$ cat src/rtl/pagedec_pkg.sv
package pagedec_pkg;
  typedef struct packed {
    logic pageLoad;
    logic bankWr;
    logic bankRd;
  } decStrb_t;
endpackage

$ cat src/rtl/pagedec_ctrl.sv
module pagedec_ctrl
  import pagedec_pkg::*;
#(
  parameter int SHORT_W   = 5,
  parameter int PAGE_W    = 7,
  parameter int POP_PAGES = 4,
  parameter int POP_REGS  = 24
) (
  input  logic               clk,
  input  logic               rstN,
  input  logic               cmdRd,
  input  logic               cmdWr,
  input  logic [SHORT_W-1:0] cmdAddr,
  input  logic [PAGE_W-1:0]  pageQ,
  output decStrb_t           strb
);
  localparam logic [SHORT_W-1:0] PAGE_SLOT   = {SHORT_W{1'b1}};
  localparam logic [PAGE_W:0]    PAGE_LIMIT  = (PAGE_W+1)'(POP_PAGES);
  localparam logic [SHORT_W:0]   SLOT_LIMIT  = (SHORT_W+1)'(POP_REGS);

  logic isSlot;
  logic inRegion;

  always_comb begin
    isSlot   = (cmdAddr == PAGE_SLOT);
    inRegion = ({1'b0, pageQ} < PAGE_LIMIT) && ({1'b0, cmdAddr} < SLOT_LIMIT) && !isSlot;
    strb.pageLoad = cmdWr && isSlot;
    strb.bankWr   = cmdWr && inRegion;
    strb.bankRd   = cmdRd && !cmdWr && inRegion;
  end

  AST_RD_WR_EXCL: assert property (@(posedge clk) disable iff (!rstN)
    !(strb.bankRd && strb.bankWr));
  AST_SLOT_NO_BANK: assert property (@(posedge clk) disable iff (!rstN)
    (cmdAddr == PAGE_SLOT) |-> !(strb.bankWr || strb.bankRd));
  AST_BANKWR_NEEDS_CMD: assert property (@(posedge clk) disable iff (!rstN)
    strb.bankWr |-> cmdWr);
endmodule

$ cat src/rtl/pagedec_dp.sv
module pagedec_dp
  import pagedec_pkg::*;
#(
  parameter int SHORT_W = 5,
  parameter int PAGE_W  = 7,
  parameter int DATA_W  = 24
) (
  input  logic                      clk,
  input  logic                      rstN,
  input  decStrb_t                  strb,
  input  logic [SHORT_W-1:0]        cmdAddr,
  input  logic [DATA_W-1:0]         cmdWdata,
  input  logic [DATA_W-1:0]         bankRdata,
  output logic [PAGE_W-1:0]         pageQ,
  output logic [PAGE_W+SHORT_W-1:0] bankAddr,
  output logic                      bankRdEn,
  output logic                      bankWrEn,
  output logic [DATA_W-1:0]         bankWdata,
  output logic [DATA_W-1:0]         cmdRdata
);
  logic [PAGE_W-1:0] pageNext;

  generate
    if (DATA_W >= PAGE_W) begin : g_wide
      assign pageNext = cmdWdata[PAGE_W-1:0];
    end else begin : g_narrow
      assign pageNext = {{(PAGE_W-DATA_W){1'b0}}, cmdWdata};
    end
  endgenerate

  always_ff @(posedge clk or negedge rstN) begin
    if (!rstN) pageQ <= '0;
    else if (strb.pageLoad) pageQ <= pageNext;
  end

  always_comb begin
    bankAddr  = {pageQ, cmdAddr};
    bankRdEn  = strb.bankRd;
    bankWrEn  = strb.bankWr;
    bankWdata = cmdWdata;
    cmdRdata  = strb.bankRd ? bankRdata : '0;
  end

  AST_PAGE_LOAD: assert property (@(posedge clk) disable iff (!rstN)
    strb.pageLoad |=> (pageQ == $past(pageNext)));
  AST_PAGE_HOLD: assert property (@(posedge clk) disable iff (!rstN)
    !strb.pageLoad |=> $stable(pageQ));
  AST_RDATA_ZERO: assert property (@(posedge clk) disable iff (!rstN)
    !bankRdEn |-> (cmdRdata == '0));
endmodule

$ cat src/rtl/paged_reg_decoder.sv
module paged_reg_decoder
  import pagedec_pkg::*;
#(
  parameter int DATA_W    = 24,
  parameter int POP_PAGES = 4,
  parameter int POP_REGS  = 24
) (
  input  logic              clk,
  input  logic              rstN,
  input  logic              cmdRd,
  input  logic              cmdWr,
  input  logic [4:0]        cmdAddr,
  input  logic [DATA_W-1:0] cmdWdata,
  output logic [DATA_W-1:0] cmdRdata,
  output logic [11:0]       bankAddr,
  output logic              bankRdEn,
  output logic              bankWrEn,
  output logic [DATA_W-1:0] bankWdata,
  input  logic [DATA_W-1:0] bankRdata
);
  localparam int SHORT_W = 5;
  localparam int PAGE_W  = 7;

  decStrb_t          strb;
  logic [PAGE_W-1:0] pageQ;

  pagedec_ctrl #(.SHORT_W(SHORT_W), .PAGE_W(PAGE_W),
                 .POP_PAGES(POP_PAGES), .POP_REGS(POP_REGS)) u_ctrl (
    .clk(clk), .rstN(rstN), .cmdRd(cmdRd), .cmdWr(cmdWr),
    .cmdAddr(cmdAddr), .pageQ(pageQ), .strb(strb)
  );

  pagedec_dp #(.SHORT_W(SHORT_W), .PAGE_W(PAGE_W), .DATA_W(DATA_W)) u_dp (
    .clk(clk), .rstN(rstN), .strb(strb), .cmdAddr(cmdAddr),
    .cmdWdata(cmdWdata), .bankRdata(bankRdata), .pageQ(pageQ),
    .bankAddr(bankAddr), .bankRdEn(bankRdEn), .bankWrEn(bankWrEn),
    .bankWdata(bankWdata), .cmdRdata(cmdRdata)
  );

  AST_ADDR_LOW_PASS: assert property (@(posedge clk) disable iff (!rstN)
    (bankWrEn || bankRdEn) |-> (bankAddr[4:0] == cmdAddr));
  AST_WDATA_PASS: assert property (@(posedge clk) disable iff (!rstN)
    bankWrEn |-> (bankWdata == cmdWdata));
endmodule

$ cat config.mk
export PLATFORM = sky130hd
export DESIGN_NAME = paged_reg_decoder
export DESIGN_NICKNAME = d
export VERILOG_FILES = /design/src/rtl/pagedec_pkg.sv /design/src/rtl/pagedec_ctrl.sv /design/src/rtl/pagedec_dp.sv /design/src/rtl/paged_reg_decoder.sv
export SDC_FILE = /design/constraint.sdc
export NUM_CORES = 1
export LEC_CHECK = 0
export ABC_CLOCK_PERIOD_IN_PS = 1660
export BUFFER_PORTS_ARGS = -buffer_cell sky130_fd_sc_hd__buf_2
export CORE_MARGIN = 4
export CORE_UTILIZATION = 28
export CTS_CLUSTER_SIZE = 12
export DETAILED_ROUTE_END_ITERATION = 16
export PLACE_DENSITY = 0.81
export SLEW_MARGIN = 20
export SYNTH_ARGS = -nofsm -noshare
export SYNTH_HDL_FRONTEND = slang
export SYNTH_SLANG_ARGS = --single-unit
$ cat constraint.sdc
create_clock -name clk -period 1.66 [get_ports clk]
set_clock_uncertainty 0.2 [all_clocks]
set_input_delay 0.083 -clock clk [delete_from_list [all_inputs] [get_ports clk]]
set_output_delay 0.083 -clock clk [all_outputs]
set_load 0.05 [all_outputs]
==> impl_results.html <==
<table>
<tr><th>Metric</th><th>Value</th></tr>
<tr><th colspan="2">Timing</th></tr>
<tr><td>Unrepaired setup endpoints after global routing</td><td>true</td></tr>
<tr><td>Fin worst setup slack</td><td>-0.375 ns</td></tr>
<tr><td>Worst hold slack</td><td>-0.00172 ns</td></tr>
<tr><td>Final worst-path cycle share</td><td>1.23</td></tr>
<tr><td>Max-slew violations</td><td>0</td></tr>
<tr><td>Highest clock frequency the design can meet</td><td>0.491 GHz</td></tr>
<tr><td>Final hold vios</td><td>4</td></tr>
<tr><td>Period minus WS final</td><td>slightly above 2 ns</td></tr>
<tr><td>Final number of setup-violating endpoints</td><td>26</td></tr>
<tr><td>Worst Max-Slew Pin Slew</td><td>approximately 0.55 ns</td></tr>
<tr><td>Setup TNS</td><td>-8.94 ns</td></tr>
<tr><td>Worst-case headroom to the max-slew limit</td><td>0.635</td></tr>
<tr><th colspan="2">Layout</th></tr>
<tr><td>Share of final-layout standard cells stronger than drive strength 1</td><td>0.804</td></tr>
<tr><td>Post-layout instance area</td><td>1610 sq um</td></tr>
<tr><td>Number of flip-flops under the largest register name</td><td>7</td></tr>
<tr><td>Most frequent cells in the layout</td><td>buf_2, dlygate4sd3_1, buf_8, and2_4, buf_4</td></tr>
<tr><td>Net count reported at finish</td><td>226</td></tr>
<tr><td>Number of fill cells in the layout</td><td>174</td></tr>
<tr><td>Final std cells w/o fill</td><td>198</td></tr>
<tr><td>P&amp;R area growth vs syn</td><td>124%</td></tr>
<tr><td>Largest registers</td><td>u_dp.pageQ x7</td></tr>
<tr><td>Number of antenna diodes</td><td>0</td></tr>
<tr><td>Register ranked first by flip-flop count</td><td>u_dp.pageQ</td></tr>
<tr><td>Most common library cell in the layout ignoring fill and taps</td><td>buf_2</td></tr>
<tr><th colspan="2">Clock network</th></tr>
<tr><td>Clock latency at the later pin of the worst-skew pair</td><td>roughly 0.25 ns</td></tr>
<tr><td>Buffer cell driving the clock tree root</td><td>clkbuf_4</td></tr>
<tr><td>Clock slew at reported path FFs</td><td>0.06 ns</td></tr>
<tr><td>Clock tree from TritonCTS</td><td>built</td></tr>
<tr><td>Number of sinks handled by clock tree synthesis</td><td>7</td></tr>
<tr><td>Maximum number of buffers from clock root to sink</td><td>2</td></tr>
<tr><td>H-tree lvl count</td><td>1</td></tr>
<tr><td>CTS Buf Count</td><td>3</td></tr>
<tr><th colspan="2">Setup path</th></tr>
<tr><td>Largest driver fanout on the critical path</td><td>6</td></tr>
<tr><td>Startpoint class of the critical path</td><td>register</td></tr>
<tr><td>Critical setup path kind</td><td>reg -&gt; out</td></tr>
<tr><td>Crit. End Element</td><td>output pin</td></tr>
<tr><td>Worst-case register-to-register setup slack</td><td>0.41 ns</td></tr>
<tr><td>Data arrival time of the worst path</td><td>1.75 ns</td></tr>
<tr><td>Required time of the critical path</td><td>roughly 1.4 ns</td></tr>
<tr><th colspan="2">Yosys</th></tr>
<tr><td>Post-Synthesis Net Count</td><td>~130</td></tr>
<tr><td>Syn Inst Count</td><td>76</td></tr>
<tr><td>Number of distinct library cells after synthesis</td><td>13</td></tr>
<tr><td>YS warnings</td><td>0</td></tr>
<tr><td>Sequential cell area fraction in the yosys report</td><td>0.244</td></tr>
<tr><td>FF+latch count, synth</td><td>7</td></tr>
<tr><td>Post-Synthesis Cell Area</td><td>between 700 and 800 sq um</td></tr>
<tr><td>Average size of a mapped cell</td><td>9.43 sq um</td></tr>
<tr><th colspan="2">Place</th></tr>
<tr><td>Half-perimeter wire length after placement</td><td>roughly 1900 microns</td></tr>
<tr><td># port buffers</td><td>84</td></tr>
<tr><td>Placer's final routability congestion estimate</td><td>around 0.66</td></tr>
<tr><td>Instance count after placement with tap cells included</td><td>163</td></tr>
<tr><td>Total placed instance area</td><td>1000 sq um</td></tr>
<tr><th colspan="2">Floorplanning</th></tr>
<tr><td>Number of primary I/O pins</td><td>roughly 120</td></tr>
<tr><td>Horiz. Die Dim</td><td>58.6 microns</td></tr>
<tr><td>Num rows</td><td>18</td></tr>
<tr><td>Core Box Area</td><td>2450 sq um</td></tr>
<tr><td>Initial Utilization</td><td>0.292</td></tr>
<tr><td>Die area</td><td>3430 sq um</td></tr>
<tr><td>Die Height</td><td>58.6 microns</td></tr>
<tr><th colspan="2">Power and ir drop</th></tr>
<tr><td>Reported net switching power</td><td>between 0.5 and 0.6 mW</td></tr>
<tr><td>Power per cell area</td><td>716 nW/um^2</td></tr>
<tr><td>Portion of total power attributed to the clock network</td><td>0.137</td></tr>
<tr><td>Internal Power</td><td>around 0.58 mW</td></tr>
<tr><td>Share of total power consumed by net switching</td><td>0.497</td></tr>
<tr><td>Leak</td><td>0.829 nW</td></tr>
<tr><td>Max IR drop VDD</td><td>~650 uV</td></tr>
<tr><td>Sequential Power Share</td><td>0.208</td></tr>
<tr><td>Fraction of power consumed by combinational cells</td><td>0.656</td></tr>
<tr><th colspan="2">Detailed routing</th></tr>
<tr><td>DRT Pass-1 Iters</td><td>4</td></tr>
<tr><td>Detailed-route via count</td><td>908</td></tr>
<tr><td>First DRT Iteration DRCs</td><td>23</td></tr>
<tr><td>Final antenna-violating net count</td><td>0</td></tr>
<tr><td>Via density per instance</td><td>4.59</td></tr>
<tr><td>Detailed-route DRC error count</td><td>0</td></tr>
<tr><td>Average routed wire per standard cell</td><td>17.9 microns</td></tr>
<tr><td>Total routed wirelength</td><td>3540 microns</td></tr>
<tr><th colspan="2">Global route</th></tr>
<tr><td>Number of antenna violations at the first check in global routing</td><td>0</td></tr>
<tr><td>Vias in the first global route</td><td>1003</td></tr>
<tr><td>Maximum number of pins on one net before global-route repair</td><td>8</td></tr>
<tr><td>Wire length of the first global-routing pass</td><td>4950 microns</td></tr>
<tr><td>Total global routing overflow</td><td>0</td></tr>
<tr><td>GRT Util Overall</td><td>0.194</td></tr>
<tr><th colspan="2">Run</th></tr>
<tr><td>Max-Cap Viols</td><td>0</td></tr>
<tr><th colspan="2">Hold path</th></tr>
<tr><td>Hold crit path type</td><td>in -&gt; async</td></tr>
<tr><th colspan="2">Status</th></tr>
<tr><td>Status</td><td>finished, violations left</td></tr>
<tr><td>Violations in the final reports</td><td>hold timing, setup timing</td></tr>
</table>
==> final timing paths <==
kind                            cells after the start             to          start
worst min-delay path                                2  u_dp.pageQ[0]           rstN
worst max register to register                      3  u_dp.pageQ[5]  u_dp.pageQ[5]
max in group asynchronous                           2  u_dp.pageQ[2]           rstN
min in group clk                                    4  u_dp.pageQ[6]     cmdAddr[4]
worst max-delay path                                4   cmdRdata[11]  u_dp.pageQ[6]
worst min register to register                      1  u_dp.pageQ[1]  u_dp.pageQ[1]
==> cells by family after synthesis <==
group | after synthesis | share of synthesized area
buffers and inverters | 31 | 0.335
DFF | 7 | 0.244
AOI/OAI and AO/OA | 1 | 0.00697
and+or+nand+nor | 30 | 0.304
muxes | 7 | 0.110
==> cell type report <==
cell class,count,area [sq um],area share
clock buffers,4,26.3,0.0163
multi-input cells,41,390,0.243
well taps,30,37.5,0.0233
flip-flops and latches,7,179,0.111
repair buffers,116,976,0.607
==> power by group through the flow <==
stage	registers [mW]	clock network [mW]	logic [mW]
6_report	0.239	0.157	0.755
5_1_grt	0.242	0.164	0.791
4_1_cts	0.239	0.153	0.714
3_5_place_dp	0.234	0	0.509
3_3_place_gp	0.231	0	0.506
2_1_floorplan	0.352	0	0.367
==> through the flow <==
stage / util / total power, mW / hold slack, ns / setup WS [ns]
floorplan: - / 0.719 / -0.413 / -0.141
global placement: 0.409 / 0.737 / -0.282 / -0.168
detailed placement: 0.409 / 0.743 / -0.276 / -0.214
CTS: 0.637 / 1.11 / 0.00449 / -0.361
global route: 0.655 / 1.20 / 0.0309 / -0.461
finish: 0.655 / 1.15 / -0.00172 / -0.375
==> Yosys cell counts <==
| master | number | area [sq um] |
|---|---|---|
| nand2_1 | 1 | 3.75 |
| mux2_2 | 7 | 78.8 |
| and2_1 | 10 | 62.6 |
| and2_2 | 14 | 105 |
| and3_2 | 1 | 7.51 |
| nor4_2 | 1 | 12.5 |
| nand4_1 | 1 | 6.26 |
| buf_6 | 2 | 22.5 |
| nor2_2 | 1 | 6.26 |
| buf_4 | 29 | 218 |
| a21oi_1 | 1 | 5.00 |
| and4b_4 | 1 | 13.8 |
| dfrtp_1 | 7 | 175 |
==> routing by layer <==
metal	wire, microns	vias to the layer above	track usage
met5	0	-	0
met2	1920	95	0.386
met1	1030	395	0.182
met3	466	10	0.0570
li1	-	408	-
met4	120	0	0.0744
==> critical path, stage by stage (launching register included) <==
cell and delay [ns]:
dfrtp_2 0.42, nor4_4 0.38, and4b_2 0.38, and2_4 0.18, buf_8 0.14
==> repair_timing <==
action / in CTS / in global routing
cloned: 3 / 0
endpoints found under the setup margin: 26 / 26
gates resized for setup: 76 / 8
buffers inserted: 0 / 3
pin swaps: 9 / 10
hold buffers: 25 / 0
hold endpoints to repair: 31 / 0
(Power assumes the default switching activity.)
